**src/rtl/chr_disp_pkg.sv**
```systemverilog
package chr_disp_pkg;
  typedef enum logic [3:0] {
    OP_NOP, OP_CLEAR, OP_HOME, OP_ENTRY, OP_DISP,
    OP_SHIFT, OP_FUNC, OP_CGADR, OP_DDADR
  } op_e;

  typedef enum logic [1:0] {T_SHORT, T_MID, T_LONG} tcls_e;
endpackage

```
**src/rtl/chr_op_decode.sv**
```systemverilog
module chr_op_decode
  import chr_disp_pkg::*;
(
  input  logic [7:0] code_i,
  output op_e        op_o,
  output tcls_e      tcls_o
);
  logic [3:0] hi;

  always_comb begin
    hi = '0;
    for (int i = 0; i < 8; i++) begin
      if (code_i[i]) hi = 4'(i + 1);
    end
  end

  always_comb begin
    case (hi)
      4'd1:    op_o = OP_CLEAR;
      4'd2:    op_o = OP_HOME;
      4'd3:    op_o = OP_ENTRY;
      4'd4:    op_o = OP_DISP;
      4'd5:    op_o = OP_SHIFT;
      4'd6:    op_o = OP_FUNC;
      4'd7:    op_o = OP_CGADR;
      4'd8:    op_o = OP_DDADR;
      default: op_o = OP_NOP;
    endcase
    case (op_o)
      OP_CLEAR, OP_HOME: tcls_o = T_LONG;
      OP_SHIFT:          tcls_o = T_MID;
      default:           tcls_o = T_SHORT;
    endcase
  end
endmodule

```
**src/rtl/chr_busy_timer.sv**
```systemverilog
module chr_busy_timer
  import chr_disp_pkg::*;
#(
  parameter int CYC_LONG  = 409,
  parameter int CYC_MID   = 15,
  parameter int CYC_SHORT = 10,
  localparam int CNT_W    = $clog2(CYC_LONG + 1)
) (
  input  logic  clk_i,
  input  logic  rst_ni,
  input  logic  start_i,
  input  tcls_e tcls_i,
  output logic  busy_o
);
  logic [CNT_W-1:0] cnt_q, load;

  always_comb begin
    case (tcls_i)
      T_LONG:  load = CNT_W'(CYC_LONG);
      T_MID:   load = CNT_W'(CYC_MID);
      default: load = CNT_W'(CYC_SHORT);
    endcase
  end

  always_ff @(posedge clk_i or negedge rst_ni) begin
    if (!rst_ni)           cnt_q <= '0;
    else if (start_i)      cnt_q <= load;
    else if (cnt_q != '0)  cnt_q <= cnt_q - 1'b1;
  end

  assign busy_o = (cnt_q != '0);

  a_r11_cnt_bound: assert property (@(posedge clk_i) disable iff (!rst_ni)
    cnt_q <= CNT_W'(CYC_LONG));
  a_r11_counts_down: assert property (@(posedge clk_i) disable iff (!rst_ni)
    (busy_o && !start_i) |=> (cnt_q == $past(cnt_q) - 1'b1));
endmodule

```
**src/rtl/chr_addr_step.sv**
```systemverilog
module chr_addr_step #(
  parameter int AW         = 7,
  parameter int CG_AW      = 6,
  parameter int LINE_LEN   = 40,
  parameter int LINE2_BASE = 64
) (
  input  logic [AW-1:0] ac_i,
  input  logic          up_i,
  input  logic          cg_i,
  input  logic          four_line_i,
  output logic [AW-1:0] nxt_o
);
  localparam logic [AW-1:0] L1_END   = AW'(LINE_LEN - 1);
  localparam logic [AW-1:0] L2_START = AW'(LINE2_BASE);
  localparam logic [AW-1:0] L2_END   = AW'(LINE2_BASE + LINE_LEN - 1);

  logic [CG_AW-1:0] cg_nxt;
  logic [AW-1:0]    dd_nxt;

  assign cg_nxt = up_i ? ac_i[CG_AW-1:0] + 1'b1 : ac_i[CG_AW-1:0] - 1'b1;

  always_comb begin
    dd_nxt = up_i ? ac_i + 1'b1 : ac_i - 1'b1;
    if (!four_line_i) begin
      if (up_i) begin
        if (ac_i == L1_END)      dd_nxt = L2_START;
        else if (ac_i == L2_END) dd_nxt = '0;
      end else begin
        if (ac_i == '0)            dd_nxt = L2_END;
        else if (ac_i == L2_START) dd_nxt = L1_END;
      end
    end
  end

  generate
    if (AW > CG_AW) begin : g_pad
      assign nxt_o = cg_i ? {{(AW-CG_AW){1'b0}}, cg_nxt} : dd_nxt;
    end else begin : g_nopad
      assign nxt_o = cg_i ? cg_nxt[AW-1:0] : dd_nxt;
    end
  endgenerate
endmodule

```
**src/rtl/chr_disp_exec.sv**
```systemverilog
module chr_disp_exec
  import chr_disp_pkg::*;
#(
  parameter int CYC_LONG   = 409,
  parameter int CYC_MID    = 15,
  parameter int CYC_SHORT  = 10,
  parameter int LINE_LEN   = 40,
  parameter int LINE2_BASE = 64,
  parameter int DROP_W     = 8,
  localparam int AW        = 7,
  localparam int CG_AW     = 6,
  localparam int LW        = $clog2(LINE_LEN),
  localparam int DD_DEPTH  = 1 << AW
) (
  input  logic              clk_i,
  input  logic              rst_ni,
  input  logic              ir_we_i,
  input  logic [7:0]        ir_data_i,
  input  logic              dw_we_i,
  input  logic [7:0]        dw_data_i,
  input  logic              dr_re_i,
  output logic [7:0]        dr_data_o,
  output logic              mem_we_o,
  output logic              mem_cg_o,
  output logic [AW-1:0]     mem_addr_o,
  output logic [7:0]        mem_wdata_o,
  input  logic [7:0]        mem_rdata_i,
  output logic              busy_o,
  output logic [AW-1:0]     ac_o,
  output logic              cg_sel_o,
  output logic [LW-1:0]     shift_o,
  output logic              inc_o,
  output logic              auto_shift_o,
  output logic              disp_on_o,
  output logic              cursor_on_o,
  output logic              blink_o,
  output logic [3:0]        func_o,
  output logic [DROP_W-1:0] drop_cnt_o
);
  op_e   op;
  tcls_e op_tcls, tcls;
  logic  busy;
  logic  take_ir, take_wr, take_rd, start;
  logic  step_up;
  logic [AW-1:0] ac_q, ac_step;
  logic          cg_q, inc_q, s_q, d_q, c_q, b_q;
  logic [3:0]    func_q;
  logic [LW-1:0] shift_q, sh_plus, sh_minus;
  logic [7:0]    rdata_q;
  logic          clr_active;
  logic [AW-1:0] clr_idx;
  logic [1:0]    n_req, n_drop;
  logic [DROP_W-1:0] drop_q;
  logic [DROP_W:0]   drop_sum;

  chr_op_decode u_dec (.code_i(ir_data_i), .op_o(op), .tcls_o(op_tcls));

  assign take_ir = ir_we_i & ~busy;
  assign take_wr = dw_we_i & ~ir_we_i & ~busy;
  assign take_rd = dr_re_i & ~ir_we_i & ~dw_we_i & ~busy;
  assign start   = take_ir | take_wr | take_rd;
  assign tcls    = take_ir ? op_tcls : (take_rd ? T_MID : T_SHORT);

  chr_busy_timer #(
    .CYC_LONG(CYC_LONG), .CYC_MID(CYC_MID), .CYC_SHORT(CYC_SHORT)
  ) u_timer (
    .clk_i(clk_i), .rst_ni(rst_ni), .start_i(start), .tcls_i(tcls), .busy_o(busy)
  );

  // cursor shift uses R/L, data transfers use the entry direction
  assign step_up = take_ir ? ir_data_i[2] : inc_q;

  chr_addr_step #(
    .AW(AW), .CG_AW(CG_AW), .LINE_LEN(LINE_LEN), .LINE2_BASE(LINE2_BASE)
  ) u_step (
    .ac_i(ac_q), .up_i(step_up), .cg_i(cg_q), .four_line_i(func_q[2]), .nxt_o(ac_step)
  );

  assign sh_plus  = (shift_q == LW'(LINE_LEN - 1)) ? '0 : shift_q + 1'b1;
  assign sh_minus = (shift_q == '0) ? LW'(LINE_LEN - 1) : shift_q - 1'b1;

  always_ff @(posedge clk_i or negedge rst_ni) begin
    if (!rst_ni) begin
      ac_q    <= '0;
      cg_q    <= 1'b0;
      inc_q   <= 1'b1;
      s_q     <= 1'b0;
      d_q     <= 1'b0;
      c_q     <= 1'b0;
      b_q     <= 1'b0;
      func_q  <= 4'b1011;
      shift_q <= '0;
      rdata_q <= '0;
    end else if (take_ir) begin
      case (op)
        OP_CLEAR: begin
          ac_q <= '0; cg_q <= 1'b0; shift_q <= '0; inc_q <= 1'b1;
        end
        OP_HOME: begin
          ac_q <= '0; cg_q <= 1'b0; shift_q <= '0;
        end
        OP_ENTRY: begin
          inc_q <= ir_data_i[1]; s_q <= ir_data_i[0];
        end
        OP_DISP: begin
          d_q <= ir_data_i[2]; c_q <= ir_data_i[1]; b_q <= ir_data_i[0];
        end
        OP_SHIFT: begin
          if (ir_data_i[3]) shift_q <= ir_data_i[2] ? sh_minus : sh_plus;
          else              ac_q    <= ac_step;
        end
        OP_FUNC:  func_q <= {ir_data_i[4], ir_data_i[3], ir_data_i[1], ir_data_i[0]};
        OP_CGADR: begin
          ac_q <= {{(AW-CG_AW){1'b0}}, ir_data_i[CG_AW-1:0]}; cg_q <= 1'b1;
        end
        OP_DDADR: begin
          ac_q <= ir_data_i[AW-1:0]; cg_q <= 1'b0;
        end
        default: ;
      endcase
    end else if (take_wr) begin
      ac_q <= ac_step;
      if (s_q) shift_q <= inc_q ? sh_plus : sh_minus;
    end else if (take_rd) begin
      ac_q    <= ac_step;
      rdata_q <= mem_rdata_i;
    end
  end

  // clear sweep: one location per cycle inside the long busy window
  always_ff @(posedge clk_i or negedge rst_ni) begin
    if (!rst_ni) begin
      clr_active <= 1'b0;
      clr_idx    <= '0;
    end else if (take_ir && op == OP_CLEAR) begin
      clr_active <= 1'b1;
      clr_idx    <= '0;
    end else if (clr_active) begin
      clr_idx <= clr_idx + 1'b1;
      if (clr_idx == AW'(DD_DEPTH - 1)) clr_active <= 1'b0;
    end
  end

  assign n_req  = 2'(ir_we_i) + 2'(dw_we_i) + 2'(dr_re_i);
  assign n_drop = busy ? n_req : ((n_req != '0) ? n_req - 1'b1 : '0);
  assign drop_sum = {1'b0, drop_q} + (DROP_W+1)'(n_drop);

  always_ff @(posedge clk_i or negedge rst_ni) begin
    if (!rst_ni)                drop_q <= '0;
    else if (drop_sum[DROP_W])  drop_q <= '1;
    else                        drop_q <= drop_sum[DROP_W-1:0];
  end

  assign mem_we_o     = clr_active | take_wr;
  assign mem_cg_o     = clr_active ? 1'b0 : cg_q;
  assign mem_addr_o   = clr_active ? clr_idx : ac_q;
  assign mem_wdata_o  = clr_active ? 8'h20 : dw_data_i;
  assign dr_data_o    = rdata_q;
  assign busy_o       = busy;
  assign ac_o         = ac_q;
  assign cg_sel_o     = cg_q;
  assign shift_o      = shift_q;
  assign inc_o        = inc_q;
  assign auto_shift_o = s_q;
  assign disp_on_o    = d_q;
  assign cursor_on_o  = c_q;
  assign blink_o      = b_q;
  assign func_o       = func_q;
  assign drop_cnt_o   = drop_q;

  a_r12_busy_holds_ac: assert property (@(posedge clk_i) disable iff (!rst_ni)
    busy |=> $stable(ac_q));
  a_r12_busy_holds_shift: assert property (@(posedge clk_i) disable iff (!rst_ni)
    busy |=> $stable(shift_q));
  a_r12_one_taken: assert property (@(posedge clk_i) disable iff (!rst_ni)
    $onehot0({take_ir, take_wr, take_rd}));
  a_r12_drop_monotone: assert property (@(posedge clk_i) disable iff (!rst_ni)
    1'b1 |=> drop_q >= $past(drop_q));
  a_r11_start_busy: assert property (@(posedge clk_i) disable iff (!rst_ni)
    start |=> busy);
  a_r3_sweep_in_busy: assert property (@(posedge clk_i) disable iff (!rst_ni)
    clr_active |-> busy);
  a_r13_shift_range: assert property (@(posedge clk_i) disable iff (!rst_ni)
    shift_q < LW'(LINE_LEN));
  a_r7_read_no_shift: assert property (@(posedge clk_i) disable iff (!rst_ni)
    take_rd |=> $stable(shift_q));
endmodule

```
**config.mk**
```make
export PLATFORM = sky130hd
export DESIGN_NAME = chr_disp_exec
export DESIGN_NICKNAME = d
export VERILOG_FILES = /design/src/rtl/chr_disp_pkg.sv /design/src/rtl/chr_op_decode.sv /design/src/rtl/chr_busy_timer.sv /design/src/rtl/chr_addr_step.sv /design/src/rtl/chr_disp_exec.sv
export SDC_FILE = /design/constraint.sdc
export NUM_CORES = 1
export LEC_CHECK = 0
export CORE_AREA = 2 2 84 86
export CTS_BUF_LIST = sky130_fd_sc_hd__clkbuf_8
export CTS_CLUSTER_DIAMETER = 50
export DETAILED_ROUTE_END_ITERATION = 10
export DIE_AREA = 0 0 86 88
export GPL_ROUTABILITY_DRIVEN = 0
export PLACE_DENSITY = 0.83
export RECOVER_POWER = 100
export SETUP_SLACK_MARGIN = 0.15
export SYNTH_ARGS = -nofsm -noshare
export SYNTH_HDL_FRONTEND = slang
export SYNTH_SLANG_ARGS = --single-unit
```
**constraint.sdc**
```tcl
create_clock -name clk_i -period 4.8 [get_ports clk_i]
set_clock_uncertainty 0.1 [all_clocks]
set_input_delay 0.48 -clock clk_i [delete_from_list [all_inputs] [get_ports clk_i]]
set_output_delay 0.48 -clock clk_i [all_outputs]
set_load 0.05 [all_outputs]
```
# --- Yosys cells after proc, flatten, opt, wreduce, memory -nomap -nowiden ---
# Memories as Yosys holds them, arrays and structs flattened.
# Index checks and enable logic that the tools add are counted.
word_totals:
  latch_bits: 0
  mem_bits_ro: 64
  wordCells: 133
  input_bits: 29
  mem_count: 1
  ram_bits: 0
  out_inout_bits: 57
  ff_bits: 56
classes:
  muxes: 51
  add_sub_neg: 12
  n_mul: 0
  div_mod_pow: 0
  reduce_logical: 22
  n_shift: 0
  order_cmp: 0
  eq_ne: 19
  bitwise_logic: 14
mem_list:
  columns: ["memory", "depth", "word_bits", "read_ports", "rd_clocked_by_memory_dff", "wr", "line", "rtl"]
  rows:
  - ["(name not given)", 16, 4, 1, 0, 0, "chr_op_decode.sv:18", "case (hi)"]
ops:
  columns: ["operator", "n"]
  rows:
  - ["two-way mux 7 bit", 15]
  - ["two-way mux 6 bit", 9]
  - ["one-hot mux 7 bit (4 select lines)", 1]
  - ["== test 7 bit, second input constant", 3]
  - ["two-way mux 9 bit", 2]
  - ["one-hot mux 9 bit (2 select lines)", 1]
  - ["== test 4 x 3 -> 1 bit, second input constant", 4]
  - ["two-way mux 8 bit", 2]
  - ["adder 7 x 1 -> 7 bit, second input constant", 2]
  - ["nonzero test 2 bit", 7]
  - ["adder 6 x 1 -> 6 bit, second input constant", 2]
  - ["two-way mux 3 bit", 4]
  - ["one-hot mux 6 bit (2 select lines)", 1]
  - ["subtractor 6 x 1 -> 6 bit, second input constant", 2]
  - ["two-way mux 2 bit", 5]
  - ["AND reduction 2 bit", 5]
  - ["adder 8 x 2 -> 9 bit", 1]
  - ["nonzero test 9 bit", 1]
  - ["subtractor 9 x 1 -> 9 bit, second input constant", 1]
  - ["== test 4 x 2 -> 1 bit, second input constant", 2]
  - ["== test 7 x 6 -> 1 bit, second input constant", 1]
  - ["zero test 7 bit", 1]
  - ["two-way mux 1 bit", 7]
  - ["subtractor 7 x 1 -> 7 bit, second input constant", 1]
  - ["24 further kinds", 38]

# --- Depth between registers and ports, before layout ---
# An unclocked memory read counts as a cell.
depth:
  depth_word: 16
  depth_mapped: 14
  ltp_nobuf: 13

# --- Hierarchy ---
# From an unflattened synthesis, not the netlist that was laid out.
hier_totals:
  hier_cells: 400
  hier_area_um2: 3842.4
modules_own_cells:
  columns: ["mod", "cells_each", "instances", "area_each_um2", "seq_area_each_um2"]
  rows:
  - ["chr_disp_exec", 279, 1, 2812.7, 1181.1]
  - ["chr_busy_timer", 54, 1, 564.3, 225.2]
  - ["chr_addr_step", 47, 1, 365.4, 0.0]
  - ["chr_op_decode", 20, 1, 100.1, 0.0]

# --- Worst setup path before layout ---
# No wires, ideal clock.
synth_path:
  kind: "reg-to-reg"
  start: "register u_timer.cnt_q[0]"
  end: "register ac_q[6] (netlist: ac_o[6])"
  setup_slack_ps: 1622
  t_arrival_ps: 2967
  t_required_ps: 4590
  path_stages_with_launch: 13
  path_buffers: 0
  synth_period_minus_slack_ps: 3178
  setup_ps: 110
  path_cell_list: "dfrtp_1 > inv_1 > ha_1 > or4b_4 > o31ai_4 > nand2_2 > xnor2_1 > ha_1 > and3_1 > and3_1 > a211oi_1 > a311oi_1 > o41ai_1"
synth_via:
  elab_chain_len: 13
  elab_cells_between_ends: 23
  classes_between: "eq/ne (2); mux (14); bitwise (4); reduce/logical (3)"
synth_rtl:
  columns: ["element", "line", "rtl"]
  rows:
  - ["start: declaration", "chr_busy_timer.sv:15", "logic [CNT_W-1:0] cnt_q, load;"]
  - ["start signal: assignment", "chr_busy_timer.sv:27", "else if (start_i) cnt_q <= load;"]
  - ["start signal: assignment", "chr_busy_timer.sv:28", "else if (cnt_q != '0) cnt_q <= cnt_q - 1'b1;"]
  - ["nonzero test 9 bit *", "chr_busy_timer.sv:31", "assign busy_o = (cnt_q != '0);"]
  - ["inverter 1 bit *", "chr_disp_exec.sv:58, chr_disp_exec.sv:59, chr_disp_exec.sv:60", null]
  - ["bitwise AND 1 bit", "chr_disp_exec.sv:58", "assign take_ir = ir_we_i & ~busy;"]
  - ["two-way mux 1 bit", "chr_disp_exec.sv:71", "assign step_up = take_ir ? ir_data_i[2] : inc_q;"]
  - ["two-way mux 7 bit", "chr_addr_step.sv:23", "dd_nxt = up_i ? ac_i + 1'b1 : ac_i - 1'b1;"]
  - ["two-way mux 7 bit (on tied branches)", "chr_addr_step.sv:30, chr_addr_step.sv:27", null]
  - ["two-way mux 7 bit (on tied branches)", "chr_addr_step.sv:29, chr_addr_step.sv:26", null]
  - ["two-way mux 7 bit", "chr_addr_step.sv:25", "if (up_i) begin"]
  - ["two-way mux 7 bit", "chr_addr_step.sv:24", "if (!four_line_i) begin"]
  - ["two-way mux 7 bit", "chr_addr_step.sv:37", "assign nxt_o = cg_i ? {{(AW-CG_AW){1'b0}}, cg_nxt} : dd_nxt;"]
  - ["two-way mux 7 bit (on tied branches)", "chr_disp_exec.sv:109, chr_disp_exec.sv:124", null]
  - ["one-hot mux 7 bit (4 select lines) / two-way mux 7 bit (equally long branches)", "chr_disp_exec.sv:95, chr_disp_exec.sv:121", null]
  - ["two-way mux 7 bit", "chr_disp_exec.sv:94", "end else if (take_ir) begin"]
  - ["end signal: assignment", "chr_disp_exec.sv:110", "else ac_q <= ac_step;"]
  - ["end signal: assignment", "chr_disp_exec.sv:122", "ac_q <= ac_step;"]
  - ["end signal: assignment", "chr_disp_exec.sv:125", "ac_q <= ac_step;"]
  - ["end: declaration", "chr_disp_exec.sv:45", "logic [AW-1:0] ac_q, ac_step;"]
# Every way passes the cells marked *; elsewhere a longest branch is shown, timed or not. The select of a mux whose other input is x is not followed.
# A chain may end at the register's enable or synchronous reset.

# --- Worst setup path after layout ---
layout_path:
  start: "input ir_we_i"
  end: "register ac_q[6] (netlist: ac_o[6])"
layout_via:
  elab_chain_len: 11
  elab_cells_between_ends: 25
  classes_between: "eq/ne (2); mux (14); bitwise (7); reduce/logical (2)"
layout_rtl:
  columns: ["element", "line", "rtl"]
  rows:
  - ["start: declaration", "chr_disp_exec.sv:17", "input logic ir_we_i,"]
  - ["bitwise AND 1 bit", "chr_disp_exec.sv:58", null]
  - ["two-way mux 1 bit", "chr_disp_exec.sv:71", null]
  - ["two-way mux 7 bit", "chr_addr_step.sv:23", null]
  - ["two-way mux 7 bit (on tied branches)", "chr_addr_step.sv:30, chr_addr_step.sv:27", null]
  - ["two-way mux 7 bit (on tied branches)", "chr_addr_step.sv:29, chr_addr_step.sv:26", null]
  - ["two-way mux 7 bit", "chr_addr_step.sv:25", null]
  - ["two-way mux 7 bit", "chr_addr_step.sv:24", null]
  - ["two-way mux 7 bit", "chr_addr_step.sv:37", null]
  - ["two-way mux 7 bit (on tied branches)", "chr_disp_exec.sv:109, chr_disp_exec.sv:124", null]
  - ["one-hot mux 7 bit (4 select lines) / two-way mux 7 bit (equally long branches)", "chr_disp_exec.sv:95, chr_disp_exec.sv:121", null]
  - ["two-way mux 7 bit", "chr_disp_exec.sv:94", null]
# Parallel ways exist; a longest one is shown, timed or not. The select of a mux whose other input is x is not followed.

==> impl_results.md <==
* CTS resizes at 0
* DR WL met2 at 4.45 mm
* Fin worst setup slack at 0.858 ns
* Crit Reg-Reg Startpoint: u_timer.cnt_q[0]
* Status: finished, violations left
* Max FO, Critical Path at 12
* CTS Hold Bufs at 0
* Post-route cell area at 4600 um2
* Routed met3 length at 554 um
* GR Util All Layers at 25.2%
* Row count at 30
* Max Cap Viol at 1
* Pre-CTS setup slack at 0.957 ns
* Count of final max-slew check failures at 57
* Syn Nets at 440
* Sequential element share of the synthesized area at 38.3%
* Failing checks: capacitance limit, slew limit
* Grt total ovfl at 0
* Worst hold path startpoint: dr_data_o[3]
* Synth warn at 0
* Routed WL per cell at 16.6 um
* DP Wirelength at 6.79 mm
* TritonCTS clock tree: done
* Max layer used: met4
* Startpoint Class: primary input
* WP data arrival at 4.03 ns
* Most used DFF post-synth: dfrtp_1
* Max frequency at 254 MHz
* H-tree depth at 2
* Max incr delay on CP at 0.83 ns
* Final Hold Viols at 0
* Routed WL at 9.22 mm
* Diode count at 0
* DRT antenna net count at 0
* Post-CTS setup buffers at 0
* Drt pass-1 iters at 5
* FF+latch count, synth at 56
* Worst ir drop on vdd at 0.394 mV
* WP buf/inv at 2
* Crit path top cell by count: and3_1
* Final core occ at 69.3%
* CTS Buf Count at 5
* Clk pin slew, worst setup/hold paths at 0.10 ns
* Critical Path, Cell by Cell: dlygate4sd3_1, inv_1, o31ai_1, nand2_2, xnor2_1, ha_1, and3_1, and3_1, a211oi_1, a311oi_1, o41ai_1
* CORE AREA at 6640 um2
* Sink Count at 56
* Clk_lat worst skew at 0.32 ns
* Crit Path Class: primary input to flip-flop
* Post-Synthesis Mean Instance Area at 9.28 um2
* Power density over the cells at 327 nW/um2
* Post-synth top area share at 35.4%
* CP top delay family: compound AO/OA/AOI/OAI gates
* Placed cell area at 4530 um2
* IO buf count at 85
* Layout area overhead at 25.3%
* Initial antenna violation count at 0
* Nets at 517
* Worst slew margin at -100%
* Non-filler cells, final at 554
* IO Pins at 86
* LEAKAGE at 1.99 nW
* Post-synth EDFFs at 0
* Ys async rst share at 100%
* Mapped Area at 3670 um2
* Vias at 3,420
* # fillers at 526
* First-pass GRT wire length at 15.5 mm
* Largest net degree at the start of global routing at 57
* Cell variety after synth at 67
* CTS Root Cell: clkbuf_8
* Dominant cells by area after synthesis: dfrtp_1 (35%), mux2_2 (6.7%), ha_1 (4.4%), nor2_1 (3.8%), o21ai_0 (3.0%)
* Initial DRC Count at 318
* DR DRC count at 0
* Final Setup Violations at 0
* Placed insts at 546
* Post-synthesis instance total at 396
* Die area at 7570 um2
* Worst min path class: flip-flop to flip-flop
* Initial Util at 55.3%
* Required time worst endpoint at 4.89 ns
* Via density at 6.17
* Crit. End Element: flip-flop
* Layout cell share with drive strength beyond 1 at 9.70%
* Die height at 88 um
* Chip Width at 86 um
* Critical path launch point: ir_we_i
* CTS Buffer Depth at 2
* Final period util at 82.1%
* Synth area leader: dfrtp_1
* Wl on met1 at 4.05 mm
* Worst-Margin Slew at 3.00 ns
* Tmin final at 3.94 ns
* Number of global-route vias before repair at 3,243
* Slowest stage cell, crit path: dlygate4sd3_1
* Setup TNS at 0 ns
* RSZ-0062 raised after global routing: no
## layout make-up
cell class	count	area [um2]	area share (%)
Clock buffer	6	82.6	1.79
Clock inverter	2	38.8	0.843
Inverter	19	71.3	1.55
Multi-Input combinational cell	305	2050	44.6
Sequential cell	56	1410	30.6
Tap cell	80	100	2.17
Timing Repair Buffer	86	850	18.5
## flip-flops by register name, summed over array words and instances (netlist names)
name,flops
auto_shift_o,1
u_timer.cnt_q,9
disp_on_o,1
blink_o,1
inc_o,1
clr_idx,7
drop_cnt_o,8
shift_o,6
func_o,4
cg_sel_o,1
cursor_on_o,1
dr_data_o,8
clr_active,1
ac_o,7
## through the flow
step | hold slack [ns] | total power [mW]
after floorplan | 0.0844 | 1.02
after global placement | 0.376 | 1.18
after detailed placement | 0.395 | 1.20
after CTS | 0.227 | 1.54
after global routing | 0.428 | 1.58
final | 0.408 | 1.50
## path summary, 6_finish.rpt
kind / endpoint / slack (ns) / depth (start not counted)
min reg2reg: dr_data_o[3] / 0.41 / 1
max reg2reg: ac_o[6] / 0.86 / 12
min: dr_data_o[3] / 0.41 / 1
max: ac_o[6] / 0.86 / 11
min in group asynchronous: u_timer.cnt_q[6] / 1.14 / 2
max in group asynchronous: ac_o[1] / 1.78 / 2
## cells by family after synthesis
group,Yosys count,share of synthesized area [%]
buffers and inverters,35,4.46
AO/OA/AOI/OAI,93,17.1
AND/OR/NAND/NOR,156,23.1
multiplexers,28,8.41
XOR/XNOR,13,3.10
flip-flops,56,38.3
adder cells (fa/ha/maj),15,5.52
## layout by cell type (no fill, tap or decap), types with 6 or more instances in the layout
master	instances
nor4_1	9
mux2_2	22
o21ai_0	23
nor3_1	12
and3_1	7
inv_1	19
dfrtp_1	52
nor2b_1	11
dlygate4sd3_1	58
a31oi_1	6
nand3_1	15
clkdlybuf4s50_1	26
clkbuf_8	6
nand2_1	29
nand4_1	10
xor2_1	6
a21oi_1	19
xnor2_1	7
ha_1	13
nor2_1	39
## synthesized netlist by cell type (all sizes together) (2+ instances only)
cell	n
nand2b	2
o31ai	3
o221ai	2
dfrtp	52
or2	2
mux2i	5
nor4	9
a31oi	6
nand3	15
a21oi	19
nand4	10
a22oi	4
o21ba	2
fa	2
ha	13
o211ai	4
and3	7
xor2	6
nor4b	4
a311o	2
xnor2	7
buf	8
nor2b	11
nor3	12
or3	3
o21a	5
nand3b	5
a311oi	4
a211oi	4
nand2	30
a21o	4
o21ai	25
or4b	2
clkbuf	7
dfstp	4
or4	2
nor2	39
inv	19
and2	2
mux2	23
## layer usage
| metal | vias to the layer above | global-route usage [%] |
|---|---|---|
| li1 | 1605 | - |
| met1 | 1649 | 33.9 |
| met3 | 19 | 3.68 |
| met4 | 0 | 7.22 |
| met5 | - | 0 |
| met2 | 147 | 42.5 |
## worst register-to-register path: stages (launching register included)
cell and delay (ns):
dfrtp_1 0.42, inv_1 0.11, ha_1 0.18, or4b_1 0.53, o31ai_1 0.62, nand2_2 0.23, xnor2_1 0.19, ha_1 0.28
and3_1 0.22, and3_1 0.22, a211oi_1 0.22, a311oi_1 0.09, o41ai_1 0.42
## power breakdown
part           internal (mW)  total [mW]  switching [mW]
registers              0.547       0.642          0.0950
logic                  0.197       0.525           0.328
clock network          0.171       0.337           0.166
Note: power is estimated with default switching activity, not from simulation.
